===== src/rtl/spi_lead_master.sv =====
module spi_lead_master (
  input  logic       clk,
  input  logic       rst_n,
  input  logic       reg_we,
  input  logic [7:0] reg_addr,
  input  logic [7:0] reg_wdata,
  output logic [7:0] reg_rdata,
  input  logic [7:0] tx_data,
  output logic       tx_take,
  output logic [7:0] rx_data,
  output logic       rx_valid,
  output logic       sclk,
  output logic       mosi,
  input  logic       miso,
  output logic [2:0] cs_n,
  output logic       irq
);
  localparam logic [7:0] A_MODE = 8'h00;
  localparam logic [7:0] A_SEL  = 8'h01;
  localparam logic [7:0] A_LEN  = 8'h02;
  localparam logic [7:0] A_CMD  = 8'h03;
  localparam logic [7:0] A_CLR  = 8'h10;
  localparam int CW = 4;
  localparam int EW = 12;

  typedef enum logic [1:0] {S_IDLE, S_RUN, S_HOLD} st_t;
  st_t st;

  logic [1:0] div_sel, cs_sel;
  logic       lead_en, lead_a, lead_b, cpol, cpha, irq_en;
  logic [7:0] len;

  logic [CW-1:0] cnt, half_m1;
  logic [EW-1:0] edge_cnt, edge_last;
  logic [1:0]    tx_pre, rx_pre, pre_sr;
  logic [2:0]    tx_bit, rx_bit;
  logic [7:0]    tx_sr, rx_sr;
  logic          sclk_r, mosi_r, irq_r, take_r, rvalid_r;
  logic [7:0]    rdata_r;
  logic [2:0]    cs_r, cs_dec;

  logic busy, tick, start_go, run_edge, smp, drv;
  logic [1:0] d_pre, d_sr;
  logic [2:0] d_bit;

  always_comb
    case (div_sel)
      2'b00:   half_m1 = CW'(1);
      2'b01:   half_m1 = CW'(5);
      2'b10:   half_m1 = CW'(7);
      default: half_m1 = CW'(9);
    endcase

  always_comb
    case (cs_sel)
      2'b00:   cs_dec = 3'b110;
      2'b01:   cs_dec = 3'b101;
      default: cs_dec = 3'b011;
    endcase

  assign busy     = (st != S_IDLE);
  assign tick     = busy && (cnt == '0);
  assign start_go = reg_we && (reg_addr == A_CMD) && reg_wdata[0] && !busy && (len != 8'd0);
  assign run_edge = (st == S_RUN) && tick;
  assign smp      = run_edge && (edge_cnt[0] == cpha);
  assign drv      = (start_go && !cpha) ||
                    (run_edge && (cpha ? !edge_cnt[0] : (edge_cnt[0] && edge_cnt != edge_last)));

  assign d_pre = start_go ? (lead_en ? 2'd2 : 2'd0) : tx_pre;
  assign d_sr  = start_go ? {lead_a, lead_b} : pre_sr;
  assign d_bit = start_go ? 3'd0 : tx_bit;

  always_ff @(posedge clk or negedge rst_n)
    if (!rst_n) begin
      div_sel <= 2'b00; lead_en <= 1'b0; lead_a <= 1'b0; lead_b <= 1'b0;
      cpol <= 1'b1; cpha <= 1'b1; cs_sel <= 2'b10; irq_en <= 1'b1; len <= 8'd0;
    end else if (reg_we && !busy) begin
      case (reg_addr)
        A_MODE: begin
          div_sel <= reg_wdata[1:0]; lead_en <= reg_wdata[2];
          lead_a <= reg_wdata[3]; lead_b <= reg_wdata[4];
          cpol <= reg_wdata[5]; cpha <= reg_wdata[6];
        end
        A_SEL: begin cs_sel <= reg_wdata[1:0]; irq_en <= reg_wdata[2]; end
        A_LEN: len <= reg_wdata;
        default: ;
      endcase
    end

  always_ff @(posedge clk or negedge rst_n)
    if (!rst_n) begin
      st <= S_IDLE; cnt <= '0; edge_cnt <= '0; edge_last <= '0;
      sclk_r <= 1'b1; mosi_r <= 1'b0; cs_r <= 3'b111; irq_r <= 1'b0;
      take_r <= 1'b0; rvalid_r <= 1'b0; rdata_r <= 8'd0;
      tx_pre <= 2'd0; rx_pre <= 2'd0; pre_sr <= 2'd0;
      tx_bit <= 3'd0; rx_bit <= 3'd0; tx_sr <= 8'd0; rx_sr <= 8'd0;
    end else begin
      take_r   <= 1'b0;
      rvalid_r <= 1'b0;
      if (reg_we && reg_addr == A_CLR) irq_r <= 1'b0;
      case (st)
        S_IDLE: begin
          sclk_r <= cpol;
          if (start_go) begin
            st        <= S_RUN;
            cnt       <= half_m1;
            edge_cnt  <= '0;
            edge_last <= {len, 4'b0000} + (lead_en ? EW'(4) : EW'(0)) - EW'(1);
            cs_r      <= cs_dec;
            tx_pre    <= lead_en ? 2'd2 : 2'd0;
            pre_sr    <= {lead_a, lead_b};
            tx_bit    <= 3'd0;
            rx_pre    <= lead_en ? 2'd2 : 2'd0;
            rx_bit    <= 3'd0;
          end
        end
        S_RUN:
          if (tick) begin
            cnt      <= half_m1;
            sclk_r   <= ~sclk_r;
            edge_cnt <= edge_cnt + EW'(1);
            if (edge_cnt == edge_last) st <= S_HOLD;
          end else cnt <= cnt - CW'(1);
        default:
          if (tick) begin
            st   <= S_IDLE;
            cs_r <= 3'b111;
            if (irq_en) irq_r <= 1'b1;
          end else cnt <= cnt - CW'(1);
      endcase

      if (drv) begin
        if (d_pre != 2'd0) begin
          mosi_r <= d_sr[1];
          pre_sr <= {d_sr[0], 1'b0};
          tx_pre <= d_pre - 2'd1;
        end else if (d_bit == 3'd0) begin
          mosi_r <= tx_data[7];
          tx_sr  <= {tx_data[6:0], 1'b0};
          take_r <= 1'b1;
          tx_bit <= 3'd1;
        end else begin
          mosi_r <= tx_sr[7];
          tx_sr  <= {tx_sr[6:0], 1'b0};
          tx_bit <= d_bit + 3'd1;
        end
      end

      if (smp) begin
        if (rx_pre != 2'd0) rx_pre <= rx_pre - 2'd1;
        else begin
          rx_sr  <= {rx_sr[6:0], miso};
          rx_bit <= rx_bit + 3'd1;
          if (rx_bit == 3'd7) begin
            rdata_r  <= {rx_sr[6:0], miso};
            rvalid_r <= 1'b1;
          end
        end
      end
    end

  always_comb
    case (reg_addr)
      A_MODE:  reg_rdata = {1'b0, cpha, cpol, lead_b, lead_a, lead_en, div_sel};
      A_SEL:   reg_rdata = {5'b0, irq_en, cs_sel};
      A_LEN:   reg_rdata = len;
      A_CMD:   reg_rdata = {6'b0, irq_r, busy};
      default: reg_rdata = 8'd0;
    endcase

  assign sclk     = sclk_r;
  assign mosi     = mosi_r;
  assign cs_n     = cs_r;
  assign irq      = irq_r;
  assign tx_take  = take_r;
  assign rx_data  = rdata_r;
  assign rx_valid = rvalid_r;

  p_cs_onehot_r8: assert property (@(posedge clk) disable iff (!rst_n)
    $countones(~cs_r) <= 1);
  p_cs_idle_r8: assert property (@(posedge clk) disable iff (!rst_n)
    !busy |-> cs_r == 3'b111);
  p_idle_sclk_r3: assert property (@(posedge clk) disable iff (!rst_n)
    (!busy && $past(!busy)) |-> sclk_r == $past(cpol));
  p_mosi_edge_r7: assert property (@(posedge clk) disable iff (!rst_n)
    (busy && $past(busy) && mosi_r != $past(mosi_r)) |-> sclk_r != $past(sclk_r));
  p_cfg_frozen_r10: assert property (@(posedge clk) disable iff (!rst_n)
    (busy && $past(busy)) |-> (len == $past(len) && cpha == $past(cpha)));
  p_len0_noop_r9: assert property (@(posedge clk) disable iff (!rst_n)
    (reg_we && reg_addr == A_CMD && reg_wdata[0] && !busy && len == 8'd0) |=> !busy);
  p_irq_set_r11: assert property (@(posedge clk) disable iff (!rst_n)
    (st == S_HOLD && tick && irq_en) |=> irq_r);
endmodule


===== config.mk =====
export PLATFORM = sky130hd
export DESIGN_NAME = spi_lead_master
export DESIGN_NICKNAME = d
export VERILOG_FILES = /design/src/rtl/spi_lead_master.sv
export SDC_FILE = /design/constraint.sdc
export NUM_CORES = 1
export LEC_CHECK = 0
export BUFFER_PORTS_ARGS = -buffer_cell sky130_fd_sc_hd__clkbuf_2
export CAP_MARGIN = 20
export CORE_MARGIN = 5
export CORE_UTILIZATION = 60
export CTS_BUF_LIST = sky130_fd_sc_hd__clkbuf_8
export CTS_CLUSTER_SIZE = 20
export DETAILED_ROUTE_END_ITERATION = 8
export PLACE_DENSITY = 0.82
export SLEW_MARGIN = 20
export SYNTH_ARGS = -nofsm -noshare
export SYNTH_HDL_FRONTEND = slang
export SYNTH_SLANG_ARGS = --single-unit

===== constraint.sdc =====
create_clock -name clk -period 7.45 [get_ports clk]
set_clock_uncertainty 0.15 [all_clocks]
set_input_delay 1.1175 -clock clk [delete_from_list [all_inputs] [get_ports clk]]
set_output_delay 1.1175 -clock clk [all_outputs]
set_load 0.01 [all_outputs]

==> key figures <==
Run status
  – Run status: finished, final reports clean

Global route
  – Antenna violations before repair: 0
  – Total Routing Usage GR: between 20% and 30%
  – Total grt overflow: 0
  – Vias in the first global route: 3443
  – Largest net degree at the start of global routing: a little under 90
  – Wire length of the first global-routing pass: 16800 um

Worst setup path
  – Crit path DAT: about 2.6 ns
  – Critical path startpoint category: primary input
  – Setup CP Type: in2out
  – CP Max Fanout: 7
  – Data required time at the worst endpoint: 6.18 ns
  – RR Startpoint: cnt[0]$_DFFE_PN0P_
  – Top cell by count, worst path: sky130_fd_sc_hd__clkbuf_2
  – CP top delay family: simple AND/OR/NAND/NOR gates
  – Setup crit end kind: output pin
  – Delay contributed by the slowest stage of the critical path: between 0.5 and 0.6 ns
  – Reg-to-reg setup timing slack: approximately 4.0 ns
  – Buffers & Inverters on Critical Path: 2
  – Cell with the largest stage delay on the worst path: sky130_fd_sc_hd__or4_4
  – Launch point of the critical path: reg_addr[7]
  – Worst-path cell chain: clkbuf_2, or4_4, nor3_4, nand2b_1, nor3_1, clkbuf_2

Synthesis
  – Synth Instances: about 440
  – Avg Synthesized Cell Area: 10.4 um^2
  – Mux cell area share after synthesis: 12.0%
  – Combinational family with the most area after synthesis: simple AND/OR/NAND/NOR gates
  – Simple-Gate Fraction of Synth Area: ~18%
  – Number of distinct standard cells referenced by the synthesized netlist: 56
  – Most frequently used cell type in the post-synthesis netlist: sky130_fd_sc_hd__dfrtp_1
  – Syn nets: 473
  – Flip-flop cell with the highest count after synthesis: sky130_fd_sc_hd__dfrtp_1
  – Synth Area in Compound Gates: 10.7%
  – Fraction of synthesized cell area in xor and xnor cells: 4.47%
  – Library cell with the largest summed area after synthesis: sky130_fd_sc_hd__dfrtp_1
  – Portion of the post-synthesis area used by sequential elements: 49.1%
  – Number of synthesized register bits: 88
  – Post-synthesis adder-cell area fraction: 2.77%
  – EDFF count, synth: 0
  – Post-synth top area share: around 44%
  – Number of warnings reported in the yosys synthesis log: 0
  – Synth async-reset ratio: between 90% and 100%
  – Most common library cells after synthesis: sky130_fd_sc_hd__dfrtp_1, sky130_fd_sc_hd__nand2_1, sky130_fd_sc_hd__nor2_1, sky130_fd_sc_hd__o21ai_0, sky130_fd_sc_hd__mux2_2
  – Area contributors post-synth: sky130_fd_sc_hd__dfrtp_1, sky130_fd_sc_hd__mux2_2, sky130_fd_sc_hd__nand2_1, sky130_fd_sc_hd__dfstp_2, sky130_fd_sc_hd__o21ai_0
  – Netlist Area Pre-Place: 4510 um^2

Job
  – Maxcap violations: 0

Die
  – Die Span Y: 96.7 um
  – Die W: just under 100 um
  – Die Outline Area: 9350 um^2
  – Core footprint: roughly 7300 um^2
  – IO Pins: 52
  – Initial core utilization: 61.8%
  – Rows: 31

Timing
  – Share of the clock period used by the worst path after layout: 52.3%
  – Upper clock frequency limit: 0.256 GHz
  – Relative max-transition margin: 31.8%
  – RSZ-0062 raised after global routing: false
  – Total negative slack: 0 ns
  – Final worst setup slack: 3.55 ns
  – Final count of hold timing violations: 0
  – Setup-failing EPs final: 0
  – Min Tclk post-route: 3.90 ns
  – Transition time of the tightest slew-check pin: between 1 and 1.5 ns
  – Max Slew Vio Count: 0

CTS
  – Clock transition at path regs: 0.09 ns
  – Clock tree from TritonCTS: built
  – Post CTS Setup Buffer Count: 0
  – Resize count post-CTS: 0
  – Clock sink count: 88
  – Number of clock buffers inserted by TritonCTS: 9
  – Later-pin clock latency in the skew report: 0.36 ns
  – Post-CTS Hold Buffers: 0
  – Clock buffer depth: 2
  – Count of H-tree levels built during CTS: 3
  – Cell chosen for the clock root: sky130_fd_sc_hd__clkbuf_8

Cells and area
  – Sequential cell area: 2210 um^2
  – Number of nets at the end of the flow: 520
  – Number of non-filler instances in the completed layout: 586
  – Fraction of layout instances using a drive strength above 1: 23.4%
  – Ant. Diodes: 0
  – Synthesis-to-layout area growth: 12.0%
  – Filler cell count: between 500 and 600
  – Area of the multi-input gates: 2150 um^2

Placed design
  – Number of buffers inserted by port buffering: 51
  – Last weighted congestion value of the routability-driven placer: 0.800
  – DP Cell Count: 570
  – DP Wirelength: 6820 um
  – Post-placement setup slack: roughly 3.5 ns

Routing
  – DR WL/cell: 16.4 um
  – Starting DRC count in detailed routing: 285
  – Antenna Violating Nets Remaining: 0
  – # DRC: 0
  – Vias per inst: roughly 5.9
  – Pre-antenna DRT Iters: 5
  – Total via count after detailed routing: 3447
  – Total wire length: approximately 9600 um

Pwr
  – Post-layout power: roughly 1.0 mW
  – Pwr Density: around 200 nW/um^2
  – Peak supply drop: roughly 0.00012 V
  – Comb pwr share: 11.8%
  – Switching share of power: between 20 and 30%
  – Portion of total power attributed to sequential cells: 51.7%
  – Switching component of the power: around 270 uW
  – Static Leakage: 2.46 nW
  – Clk network pwr share: 36.5%
  – Internal: 740 uW

Min path
  – Worst hold path type: reg2reg
  – Hold wc startpoint: cs_sel[0]$_DFFE_PN0P_
[cell type report]
type	count	area share, %
inverter	17	1.26
tap	99	2.45
sequential	88	43.8
clock buffer	9	2.45
multi-input combinational	313	42.5
timing repair buffer	53	5.47
clock inverter	7	2.03
[through the flow]
stage | util, % | hold WS (ns) | area [um^2]
final | 69.3 | 0.295 | 5050
after global routing | 69.3 | 0.321 | 5050
after CTS | 69.2 | 0.296 | 5050
after detailed placement | 66.1 | 0.282 | 4820
after global placement | 66.1 | 0.277 | 4820
after floorplan | - | 0.259 | 4510
[sequential cells by signal (all words and copies together), names as in the netlist, 3 cells and up, named ones only]
register and flops:
edge_cnt 12, rx_bit 3, edge_last 10, rx_data 8
cs_n 3, cnt 4, len 8, rx_sr 7
tx_bit 3, tx_sr 7
[worst paths after layout]
| kind | endpoint | cells after the start |
|---|---|---|
| min in group asynchronous | edge_cnt[6]$_DFFE_PN0P_ | 1 |
| worst max-delay path | reg_rdata[7] | 6 |
| worst min-delay path | cs_n[1]$_DFFE_PN1P_ | 1 |
| worst min register to register | cs_n[1]$_DFFE_PN1P_ | 1 |
| worst max register to register | tx_sr[6]$_DFFE_PN0P_ | 7 |
| max in group asynchronous | len[3]$_DFFE_PN0P_ | 1 |
[cell families after synthesis]
logic type / Yosys count
fa+ha+maj: 10
buf+inv: 34
mux: 44
simple gates: 162
xor+xnor: 23
compound gates: 74
flops: 88
[metal layers]
metal	vias to the layer above	part of all wire [%]	GRT usage [%]	wire [um]
met5	-	0	0	0
met4	0	1.6	7.99	153
met3	15	5.6	3.09	533
met2	135	48	34.6	4650
met1	1673	44	29.6	4270
li1	1624	-	-	-
[cells in the final DEF (no fill, tap or decap), types with 3 or more instances in the layout]
cell and instances:
sky130_fd_sc_hd__xnor2_1 16, sky130_fd_sc_hd__nand2b_1 4, sky130_fd_sc_hd__mux2i_1 7, sky130_fd_sc_hd__a31oi_1 5, sky130_fd_sc_hd__nor3_4 3, sky130_fd_sc_hd__nor2_1 33
sky130_fd_sc_hd__mux2_1 6, sky130_fd_sc_hd__or3_1 9, sky130_fd_sc_hd__o21ai_0 28, sky130_fd_sc_hd__mux2_4 8, sky130_fd_sc_hd__dfstp_2 8, sky130_fd_sc_hd__nor3_1 9
sky130_fd_sc_hd__a22o_1 3, sky130_fd_sc_hd__mux2_2 21, sky130_fd_sc_hd__xor2_1 7, sky130_fd_sc_hd__inv_1 17, sky130_fd_sc_hd__nand3_1 10, sky130_fd_sc_hd__nand2_1 61
sky130_fd_sc_hd__ha_1 10, sky130_fd_sc_hd__nor4_1 4, sky130_fd_sc_hd__clkbuf_8 9, sky130_fd_sc_hd__nand4_1 9, sky130_fd_sc_hd__and3_1 9, sky130_fd_sc_hd__clkbuf_2 50
sky130_fd_sc_hd__and2_1 4, sky130_fd_sc_hd__dfrtp_1 80, sky130_fd_sc_hd__a21oi_1 11
[power by group through the flow]
| stage | clock network (mW) | registers [mW] | logic, mW |
|---|---|---|---|
| 2_1_floorplan | 0 | 0.523 | 0.0806 |
| 3_3_place_gp | 0 | 0.530 | 0.110 |
| 3_5_place_dp | 0 | 0.531 | 0.118 |
| 4_1_cts | 0.374 | 0.522 | 0.119 |
| 5_1_grt | 0.390 | 0.527 | 0.134 |
| 6_report | 0.370 | 0.523 | 0.119 |
No activity file was read; power rests on OpenSTA's default activity.
